<file path="src/rtl/hint_classifier.sv">
module hint_classifier #(
  parameter bit WIDE_SHAMT = 1'b0
) (
  input  logic        clk,
  input  logic        rst_n,
  input  logic        in_valid,
  input  logic [31:0] in_instr,
  output logic        hint_any,
  output logic        hint_std,
  output logic        hint_custom,
  output logic        hint_pause,
  output logic        canon_nop
);

  localparam logic [6:0]  OPC_LUI   = 7'b0110111;
  localparam logic [6:0]  OPC_AUIPC = 7'b0010111;
  localparam logic [6:0]  OPC_IMM   = 7'b0010011;
  localparam logic [6:0]  OPC_REG   = 7'b0110011;
  localparam logic [6:0]  OPC_MEM   = 7'b0001111;
  localparam logic [3:0]  PRED_W    = 4'b0001;
  localparam logic [31:0] NOP_WORD  = 32'h0000_0013;
  localparam logic [31:0] PAUSE_WORD = 32'h0100_000F;

  logic [6:0]  opc;
  logic [4:0]  rd, rs1;
  logic [2:0]  f3;
  logic [6:0]  f7;
  logic [11:0] imm12;
  logic [5:0]  sh_top;
  logic [3:0]  fm, pred, succ;

  assign opc    = in_instr[6:0];
  assign rd     = in_instr[11:7];
  assign f3     = in_instr[14:12];
  assign rs1    = in_instr[19:15];
  assign f7     = in_instr[31:25];
  assign imm12  = in_instr[31:20];
  assign sh_top = in_instr[31:26];
  assign fm     = in_instr[31:28];
  assign pred   = in_instr[27:24];
  assign succ   = in_instr[23:20];

  logic rd0, rs10, shamt_ok;
  assign rd0  = (rd == 5'd0);
  assign rs10 = (rs1 == 5'd0);

  generate
    if (WIDE_SHAMT) begin : g_wide
      assign shamt_ok = 1'b1;
    end else begin : g_narrow
      assign shamt_ok = ~in_instr[25];
    end
  endgenerate

  logic upper_std, imm_std, imm_cust, reg_std, reg_cust;
  logic is_fence, fence_std, fence_pause;

  assign upper_std = (opc == OPC_LUI) || (opc == OPC_AUIPC);

  always_comb begin
    imm_std  = 1'b0;
    imm_cust = 1'b0;
    if (opc == OPC_IMM) begin
      unique case (f3)
        3'b000:                   imm_std  = !(rs10 && imm12 == 12'd0);
        3'b100, 3'b110, 3'b111:   imm_std  = 1'b1;
        3'b010, 3'b011:           imm_cust = 1'b1;
        3'b001:                   imm_cust = (sh_top == 6'b000000) && shamt_ok;
        3'b101:                   imm_cust = ((sh_top == 6'b000000) || (sh_top == 6'b010000)) && shamt_ok;
        default:                  imm_cust = 1'b0;
      endcase
    end
  end

  always_comb begin
    reg_std  = 1'b0;
    reg_cust = 1'b0;
    if (opc == OPC_REG) begin
      if (f7 == 7'b0000000) begin
        reg_cust = (f3 == 3'b010) || (f3 == 3'b011);
        reg_std  = !reg_cust;
      end else if (f7 == 7'b0100000) begin
        reg_std  = (f3 == 3'b000) || (f3 == 3'b101);
      end
    end
  end

  assign is_fence = (opc == OPC_MEM) && (f3 == 3'b000) && (fm == 4'd0);

  always_comb begin
    fence_std   = 1'b0;
    fence_pause = 1'b0;
    if (is_fence) begin
      if (rd0 ^ rs10) begin
        fence_std = (pred == 4'd0) || (succ == 4'd0);
      end else if (rd0 && rs10) begin
        if (pred == 4'd0)
          fence_std = (succ != 4'd0);
        else if (succ == 4'd0) begin
          fence_pause = (pred == PRED_W);
          fence_std   = (pred != PRED_W);
        end
      end
    end
  end

  logic std_d, cust_d, nop_d;
  assign std_d  = (rd0 && (upper_std || imm_std || reg_std)) || fence_std;
  assign cust_d = rd0 && (imm_cust || reg_cust);
  assign nop_d  = (in_instr == NOP_WORD);

  always_ff @(posedge clk) begin
    if (!rst_n) begin
      hint_any    <= 1'b0;
      hint_std    <= 1'b0;
      hint_custom <= 1'b0;
      hint_pause  <= 1'b0;
      canon_nop   <= 1'b0;
    end else begin
      hint_any    <= in_valid && (std_d || cust_d || fence_pause);
      hint_std    <= in_valid && std_d;
      hint_custom <= in_valid && cust_d;
      hint_pause  <= in_valid && fence_pause;
      canon_nop   <= in_valid && nop_d;
    end
  end

  p_any_is_or_r10: assert property (@(posedge clk) disable iff (!rst_n)
    hint_any == (hint_std | hint_custom | hint_pause));

  p_one_group_r10: assert property (@(posedge clk) disable iff (!rst_n)
    $countones({hint_std, hint_custom, hint_pause}) <= 1);

  p_idle_clears_r2: assert property (@(posedge clk) disable iff (!rst_n)
    !in_valid |=> !(hint_any | hint_std | hint_custom | hint_pause | canon_nop));

  p_pause_word_r9: assert property (@(posedge clk) disable iff (!rst_n)
    (in_valid && in_instr == PAUSE_WORD) |=> (hint_pause && !hint_std));

  p_nop_word_r4: assert property (@(posedge clk) disable iff (!rst_n)
    (in_valid && in_instr == NOP_WORD) |=> (canon_nop && !hint_any));

  p_rd_nonzero_r11: assert property (@(posedge clk) disable iff (!rst_n)
    (in_valid && in_instr[11:7] != 5'd0 && in_instr[6:0] != OPC_MEM) |=> !hint_any);

endmodule

</file>
<file path="config.mk">
export PLATFORM = sky130hd
export DESIGN_NAME = hint_classifier
export DESIGN_NICKNAME = d
export VERILOG_FILES = /design/src/rtl/hint_classifier.sv
export SDC_FILE = /design/constraint.sdc
export NUM_CORES = 1
export LEC_CHECK = 0
export BUFFER_PORTS_ARGS = -buffer_cell sky130_fd_sc_hd__buf_2
export CORE_AREA = 5 5 42 44
export DETAILED_ROUTE_END_ITERATION = 6
export DIE_AREA = 0 0 47 49
export PLACE_DENSITY = 0.68
export SLEW_MARGIN = 20
export SYNTH_ARGS = -nofsm -noshare
export SYNTH_HDL_FRONTEND = slang
export SYNTH_SLANG_ARGS = --single-unit
</file>
<file path="constraint.sdc">
create_clock -name clk -period 2.89 [get_ports clk]
set_clock_uncertainty 0.1 [all_clocks]
set_input_delay 0.4335 -clock clk [delete_from_list [all_inputs] [get_ports clk]]
set_output_delay 0.4335 -clock clk [all_outputs]
set_load 0.05 [all_outputs]
</file>
* After elaboration in Yosys (flattened, before gate mapping) *
Cells that the tools add are included.

word-level totals
  flip-flop bits (word level) = 5
  input bits = 35
  output and inout port bits = 5
  logic and storage cells = 81

cells by class
  equality and inequality tests = 17
  multiplexer cells = 19
  bitwise logic cells = 2
  reductions and logical operators = 38

operators with widths
  cell                                                              count
  32-bit by 5-bit == test with 1-bit output, second input constant  1
  7-bit by 6-bit == test with 1-bit output, second input constant   3
  1-bit two-way mux                                                 17
  7-bit by 5-bit == test with 1-bit output, second input constant   2
  1-bit logical AND                                                 13
  3-bit == test, second input constant                              4
  12-bit zero test                                                  1
  4-bit zero test                                                   3
  1-bit logical OR                                                  11
  5-bit zero test                                                   2
  7-bit by 4-bit == test with 1-bit output, second input constant   1
  7-bit zero test                                                   1
  3-bit by 2-bit == test with 1-bit output, second input constant   2
  6-bit by 5-bit == test with 1-bit output, second input constant   1
  6-bit zero test                                                   1
  4-bit by 1-bit == test with 1-bit output, second input constant   1
  4-bit by 1-bit != test with 1-bit output, second input constant   1
  4-bit nonzero test                                                1
  3-bit by 1-bit == test with 1-bit output, second input constant   1
  3-bit zero test                                                   1
  1-bit case mux with 3 select lines                                1
  3-bit OR reduction                                                1
  1-bit zero test                                                   2
  1-bit case mux with 2 select lines                                1
  3 further kinds                                                   3

* Logic depth before layout (Yosys ltp) *
Gate-level depths: netlist (run 1).

  depth after elaboration = 12
  mapped depth = 6
  depth with buffers taken out = 6

* Least setup slack after synthesis (run 1) *
No wires, ideal clock.

  path type = input to register
  from = in in_instr[15]
  to = reg hint_any
  library setup time = 0.134 ns
  arrival time = 1.964 ns
  required time = 2.656 ns
  setup slack = 0.691 ns
  cell stages on the path = 5
  path buffers = 0
  cell sequence = or4_4 -> or3_1 -> o21ai_1 -> a21boi_1 -> or4_1

between the ends
  cells in the longest elaborated chain, start to end = 12
  elaborated cells on any way between the ends = 20
  those cells by class = 8 x mux; 1 x bitwise; 11 x reduce/logical

ends and longest elaborated chain
  what                                RTL line  text
  start, declared                     7         input logic [31:0] in_instr,
  5-bit zero test (*)                 45        assign rs10 = (rs1 == 5'd0);
  1-bit logical AND                   65        3'b000: imm_std = !(rs10 && imm12 == 12'd0);
  1-bit zero test                     65
  1-bit case mux with 2 select lines  64        unique case (f3)
  1-bit two-way mux                   63        if (opc == OPC_IMM) begin
  1-bit logical OR (2 in a row)       108       assign std_d = (rd0 && (upper_std || imm_std || reg_std)) || fence_std;
  1-bit logical AND                   108
  1-bit logical OR                    108
  1-bit logical OR                    120       hint_any <= in_valid && (std_d || cust_d || fence_pause);
  1-bit logical OR (*)                120
  1-bit logical AND (*)               120
  end signal, assigned                120
  end, declared                       8         output logic hint_any,

Every way passes the cells marked *; elsewhere a longest branch is shown, timed or not.
A chain may end at the register's enable or synchronous reset.

* Final worst setup path (run 1) *
Same ends and word-level chain as after synthesis.

==> results by group, run 1 <==
Outcome
  • Status: finished clean

Synthesis
  • Ys async rst share: 0%
  • Yosys Warn Count: 0
  • Cell area after synthesis: 389 um^2
  • Synth Net Count: 84
  • Most numerous cell in the Yosys netlist: dfxtp_1
  • Synth Area per Inst: slightly above 8 um^2
  • Sequential element share of the synthesized area: approximately 26%
  • Yosys top cell area share: between 20% and 30%
  • Largest area contributor in the netlist: dfxtp_1
  • Top_reg_cell synth: dfxtp_1
  • Post-synth EDFFs: 0
  • Leading post-synthesis cells by cell area: dfxtp_1, nand3b_1, or4_1, nor3_1, nor3_2
  • Syn Inst Count: 48
  • Synth cell count leaders: dfxtp_1, nor3_1, nand3b_1, nor2_1, or4_1
  • Register bit total from synthesis: 5
  • Distinct cells, synth: 27

Timing
  • Relative slew margins: between 70% and 80%
  • Max frequency: between 0.4 and 0.5 GHz
  • Final Hold Vio Count: 0
  • RSZ-0062 raised after global routing: false
  • Setup TNS: 0 ps
  • Final setup fails: 0
  • Worst Slack Setup Final: between 700 and 800 ps
  • Tightest Pin Transition: roughly 430 ps
  • Slew Limit Fails: 0
  • Tcrit/Tclk final: ~73%
  • Final Critical Period: 2120 ps

Global routing
  • Grt peak-use layer: met2
  • Number of global-route vias before repair: 519
  • GRT Total Usage: 11.3%
  • Initial antenna violation count: 0
  • Global-route wire length before repair: 1950 um
  • GR Util met1: roughly 14%
  • Met2 Use GR: 16.3%
  • Grt ovf: 0
  • Largest net degree at the start of global routing: 6
  • Met3 Track Usage GR: approximately 2.6%

Die
  • Core ar.: 1400 um^2
  • Die H: 49 um
  • Initial core utilization: 27.8%
  • Site Rows: 14
  • Die W: around 47 um
  • I/O pins: 40
  • Die area: about 2300 um^2

Final layout
  • FF/Latch Area: between 100 and 150 um^2
  • Final instance area: 631 um^2
  • Final Net Count: between 100 and 150
  • Multi-input gate area: 285 um^2
  • Post-Layout Cell Count: ~110
  • # diodes: 0
  • Proportion of layout cells with a drive suffix above 1: around 54%
  • Syn-to-layout area delta: 62.1%
  • Fill cells: between 150 and 200

Critical path
  • CP startpoint kind: primary input
  • Bufs and invs on worst path: 1
  • CP delay by family, top: simple AND/OR/NAND/NOR gates
  • Worst endpoint required time: 2900 ps
  • Slowest cell delay on critical path: 520 ps
  • Nature of the critical path endpoint: register
  • Critical path class: in2reg
  • CP max-delay cell: or4_4
  • Crit-path max FO: 2
  • CP arrival: around 2100 ps
  • CP Cell Sequence: buf_2 -> or4_4 -> or3_1 -> o21ai_1 -> a21boi_1 -> or4_1

Pwr
  • Maximum vdd drop: 0.0914 mV
  • Comb power frac: around 22%
  • P per Cell Area: 299 nW/um^2
  • Total power: 0.189 mW
  • Clock share of power: 41.2%
  • Sw Share: 22.8%
  • Seq pwr share: 36.7%
  • P_leak: 0.300 nW
  • Sw Pwr: about 0.043 mW
  • Internal power: about 0.15 mW

Place
  • GP Congestion: slightly below 0.8
  • Buffers on Ports: 39
  • Place WS: 519 ps
  • DP Wirelength: 1020 um
  • Placed cell area: about 600 um^2
  • Dpl cells: between 100 and 150

Clock network
  • CTS max path bufs: 2
  • CTS tree: done
  • TritonCTS buffer count: 3
  • Cts hold-fix bufs: 0
  • CTS Root Cell: clkbuf_4
  • Htree depth: 1
  • Setup Buffers After CTS: 0
  • Sink Count: 5
  • Reg clk slew, reported paths: 40 ps
  • Post-CTS sizing: 0

Detailed routing
  • WL/cell: 9.90 um
  • Avg Vias per Cell: 4.87
  • Routed Wire Length: around 1100 um
  • Post-route ant nets: 0
  • Initial DRC count: 5
  • DRC Markers: 0
  • Detailed-route via count: approximately 520
  • Pre-antenna DRT Iters: 3

Worst hold path
  • Tightest Hold Check Type: in2reg

Flow run
  • MaxCap Viol Count: 0
==> power by group through the flow <==
stage / Combinational (mW) / Sequential (mW) / Clock, mW
floorplan: 0.0136 / 0.0705 / 0
detailed placement: 0.0420 / 0.0705 / 0
global placement: 0.0408 / 0.0705 / 0
CTS: 0.0421 / 0.0692 / 0.0826
global route: 0.0474 / 0.0691 / 0.0906
finish: 0.0416 / 0.0693 / 0.0777
==> worst paths after layout <==
check                endpoint  depth (start not counted)         start  slack (ps)
setup / recovery     hint_any                          6  in_instr[15]         770
hold / removal    hint_custom                          2   in_instr[5]         340
==> metal layers <==
metal	routed length (um)	up-vias
met4	0	0
met2	528	27
met5	0	-
met1	370	222
met3	160	0
li1	-	272
==> state kept, by name (all words and copies together) (netlist names) <==
| register | count |
|---|---|
| canon_nop | 1 |
| hint_any | 1 |
| hint_custom | 1 |
| hint_pause | 1 |
| hint_std | 1 |
==> cells by family (layout without fill, tap and decap cells) <==
family / Yosys count / after routing / share of synthesized area (%)
AO/OA/AOI/OAI: 8 / 8 / 12.5
adder cells (fa/ha/maj): 1 / 1 / 3.21
AND/OR/NAND/NOR: 32 / 32 / 55.3
XOR/XNOR: 1 / 1 / 2.25
flip-flops: 5 / 5 / 25.7
buffers and inverters: 1 / 44 / 0.964
==> cell type report <==
class / instances / share of cell area, %
clock buffers: 4 / 4.17
inverters: 1 / 0.595
multi-input cells: 42 / 45.2
flip-flops and latches: 5 / 15.9
well taps: 16 / 3.17
repair buffers: 39 / 31.0
==> metrics by stage <==
stage / hold WS [ps] / util [%]
final: 344 / 45.0
after global routing: 345 / 45.0
after CTS: 334 / 45.0
after detailed placement: 588 / 43.1
after global placement: 590 / 43.1
after floorplan: 440 / -
==> cell usage in the layout, fill, tap and decap left out, types with 3 or more instances in the layout <==
cell type	synthesis	layout
or4_1	3	3
nor2_1	3	3
nor3_1	4	4
dfxtp_1	5	5
buf_2	0	39
clkbuf_4	0	3
nand3b_1	3	3
(Power assumes the default switching activity.)
==> run 2, diff against run 1 <==
--- a/config.mk
+++ b/config.mk
@@ -6,10 +6,10 @@
 export NUM_CORES = 1
 export LEC_CHECK = 0
 export BUFFER_PORTS_ARGS = -buffer_cell sky130_fd_sc_hd__buf_2
-export CORE_AREA = 5 5 42 44
+export CORE_MARGIN = 5
+export CORE_UTILIZATION = 30
 export DETAILED_ROUTE_END_ITERATION = 6
-export DIE_AREA = 0 0 47 49
-export PLACE_DENSITY = 0.68
+export PLACE_DENSITY = 0.73
 export SLEW_MARGIN = 20
 export SYNTH_ARGS = -nofsm -noshare
 export SYNTH_HDL_FRONTEND = slang
==> constraint.sdc (replaced) <==
create_clock -name clk -period 1.85 [get_ports clk]
set_clock_uncertainty 0.1 [all_clocks]
set_input_delay 0.2775 -clock clk [delete_from_list [all_inputs] [get_ports clk]]
set_output_delay 0.2775 -clock clk [all_outputs]
set_load 0.05 [all_outputs]
==> results by group, run 2 (same netlist as run 1, synthesis figures left out) <==
Outcome
  • Status: finished, violations left (was finished clean)
  • Failing checks: negative setup slack

Global routing
  • Grt ovf: 0 (unchanged)
  • Grt peak-use layer: met2 (unchanged)
  • Number of global-route vias before repair: 504 (was 519)
  • Met3 Track Usage GR: 1.19% (was 2.58%)
  • Global-route wire length before repair: 1770 um (was 1950 um)
  • Initial antenna violation count: 0 (unchanged)
  • Largest net degree at the start of global routing: 6 (unchanged)
  • GR Util met1: 12.1% (was 13.8%)
  • GRT Total Usage: 11.0% (was 11.3%)
  • Met2 Use GR: 20.6% (was 16.3%)

Pwr
  • Total power: 0.306 mW (was 0.189 mW)
  • Sw Share: 24.2% (was 22.8%)
  • Seq pwr share: 35.3% (was 36.7%)
  • Clock share of power: 40.8% (was 41.2%)
  • Sw Pwr: 0.0740 mW (was 0.0430 mW)
  • Maximum vdd drop: 0.144 mV (was 0.0914 mV)
  • P_leak: 0.317 nW (was 0.300 nW)
  • Comb power frac: 23.9% (was 22.1%)
  • P per Cell Area: 439 nW/um^2 (was 299 nW/um^2)
  • Internal power: 0.232 mW (was 0.146 mW)

Die
  • Initial core utilization: 30.7% (was 27.8%)
  • Site Rows: 13 (was 14)
  • Core ar.: 1270 um^2 (was 1400 um^2)
  • I/O pins: 40 (unchanged)
  • Die H: 46.0 um (was 49 um)
  • Die W: 46.0 um (was 47 um)
  • Die area: 2120 um^2 (was 2300 um^2)

Detailed routing
  • DRC Markers: 0 (unchanged)
  • Avg Vias per Cell: 4.86 (was 4.87)
  • Initial DRC count: 6 (was 5)
  • Detailed-route via count: 530 (was 521)
  • Routed Wire Length: 1220 um (was 1060 um)
  • WL/cell: 11.2 um (was 9.90 um)
  • Pre-antenna DRT Iters: 3 (unchanged)
  • Post-route ant nets: 0 (unchanged)

Place
  • Place WS: -323 ps (was 519 ps)
  • GP Congestion: 0.728 (was 0.788)
  • Buffers on Ports: 39 (unchanged)
  • Dpl cells: 105 (was 103)
  • DP Wirelength: 1030 um (was 1020 um)

Final layout
  • Post-Layout Cell Count: 109 (was 107)
  • Syn-to-layout area delta: 79.4% (was 62.1%)
  • Proportion of layout cells with a drive suffix above 1: 61.7% (was 53.8%)
  • Commonest non-fill, non-tap cell in the layout: buf_2 (unchanged)
  • Commonest cells after routing, fill and taps aside: buf_2, dfxtp_1, nor3_1 (unchanged)
  • Final Net Count: 131 (was 128)
  • # diodes: 0 (unchanged)

Worst hold path
  • Hold path cells: 2 (unchanged)
  • HP Start: in_instr[5] (unchanged)
  • Tightest Hold Check Type: in2reg (unchanged)
  • Hold EP: hint_custom (unchanged)

Timing
  • Final Critical Period: 1890 ps
  • Final setup fails: 1 (was 0)
  • Max frequency: between 0.5 and 0.6 GHz
  • Worst Slack Setup Final: -37.2 ps (was 767 ps)
  • Final Hold Vio Count: 0 (unchanged)
  • Setup TNS: -37.2 ps (was 0 ps)
  • Tcrit/Tclk final: 102%
  • Slew Limit Fails: 0 (unchanged)
  • Tightest Pin Transition: 256 ps (was 431 ps)
  • RSZ-0062 raised after global routing: true (was false)
  • Relative slew margins: 82.8% (was 71.0%)

Clock network
  • Sink Count: 5 (unchanged)
  • Htree depth: 1 (unchanged)
  • CTS tree: done (unchanged)
  • Cts hold-fix bufs: 0 (unchanged)
  • Reg clk slew, reported paths: 40 ps (about the same)
  • CTS Root Cell: clkbuf_4 (unchanged)
  • CTS max path bufs: 2 (unchanged)
  • TritonCTS buffer count: 3 (unchanged)

Critical path
  • Crit-path max FO: 2 (unchanged)
  • CP arrival: 1900 ps (was 2130 ps)
  • Critical path class: in2reg (unchanged)
  • CP startpoint kind: primary input (unchanged)
  • Worst endpoint required time: 1860 ps (was 2900 ps)
  • Nature of the critical path endpoint: register (unchanged)

Flow run
  • MaxCap Viol Count: 0 (unchanged)
-- run 2: layer usage --
layer | vias up | wire [um] | share of wire, %
met2 | 18 | 661 | 54
met5 | - | 0 | 0
li1 | 279 | - | -
met4 | 0 | 0 | 0
met1 | 233 | 476 | 39
met3 | 0 | 80 | 6.6
-- run 2: stage by stage --
step	util, %	instance area, um^2	hold WS (ps)
2_1_floorplan	-	393	284
3_3_place_gp	49.6	629	434
3_5_place_dp	49.6	629	439
4_1_cts	52.6	667	185
5_1_grt	55.0	698	201
6_report	55.0	698	195
-- run 2: final cells by class --
class / instances / area (um^2)
inverter: 1 / 3.75
clock buffer: 4 / 26.3
sequential: 5 / 100
multi-input combinational: 42 / 325
fill: 124 / 571
tap: 15 / 18.8
timing repair buffer: 42 / 224
-- run 2: power by group through the flow --
stage	logic, mW	clock network, mW	registers [mW]
6_report	0.0732	0.125	0.108
2_1_floorplan	0.0217	0	0.110
3_5_place_dp	0.0679	0	0.110
4_1_cts	0.0701	0.129	0.108
3_3_place_gp	0.0660	0	0.110
5_1_grt	0.0814	0.133	0.108
-- run 2: worst max-delay path by stage --
stage / start / to / slack (ps) / cells after the start
after floorplan: in_instr[9] / hint_any / -180 / 6
after global placement: in_instr[9] / hint_any / -310 / 7
after detailed placement: in_instr[9] / hint_any / -320 / 7
after CTS: in_instr[15] / hint_any / -50 / 7
after global routing: in_instr[15] / hint_any / -100 / 7
final: in_instr[15] / hint_any / -40 / 6
-- run 2: worst max-delay path, stage by stage --
cell and delay, ps:
buf_2 90, or4_4 540, or3_4 390, o21ai_1 130, a21boi_1 90, or4_1 390
-- run 2: timing repair --
| action | CTS | global route |
|---|---|---|
| gates resized for setup | 3 | 5 |
| setup buffers | 0 | 0 |
| endpoints found under the setup margin | 1 | 1 |
| pin swaps | 1 | 1 |
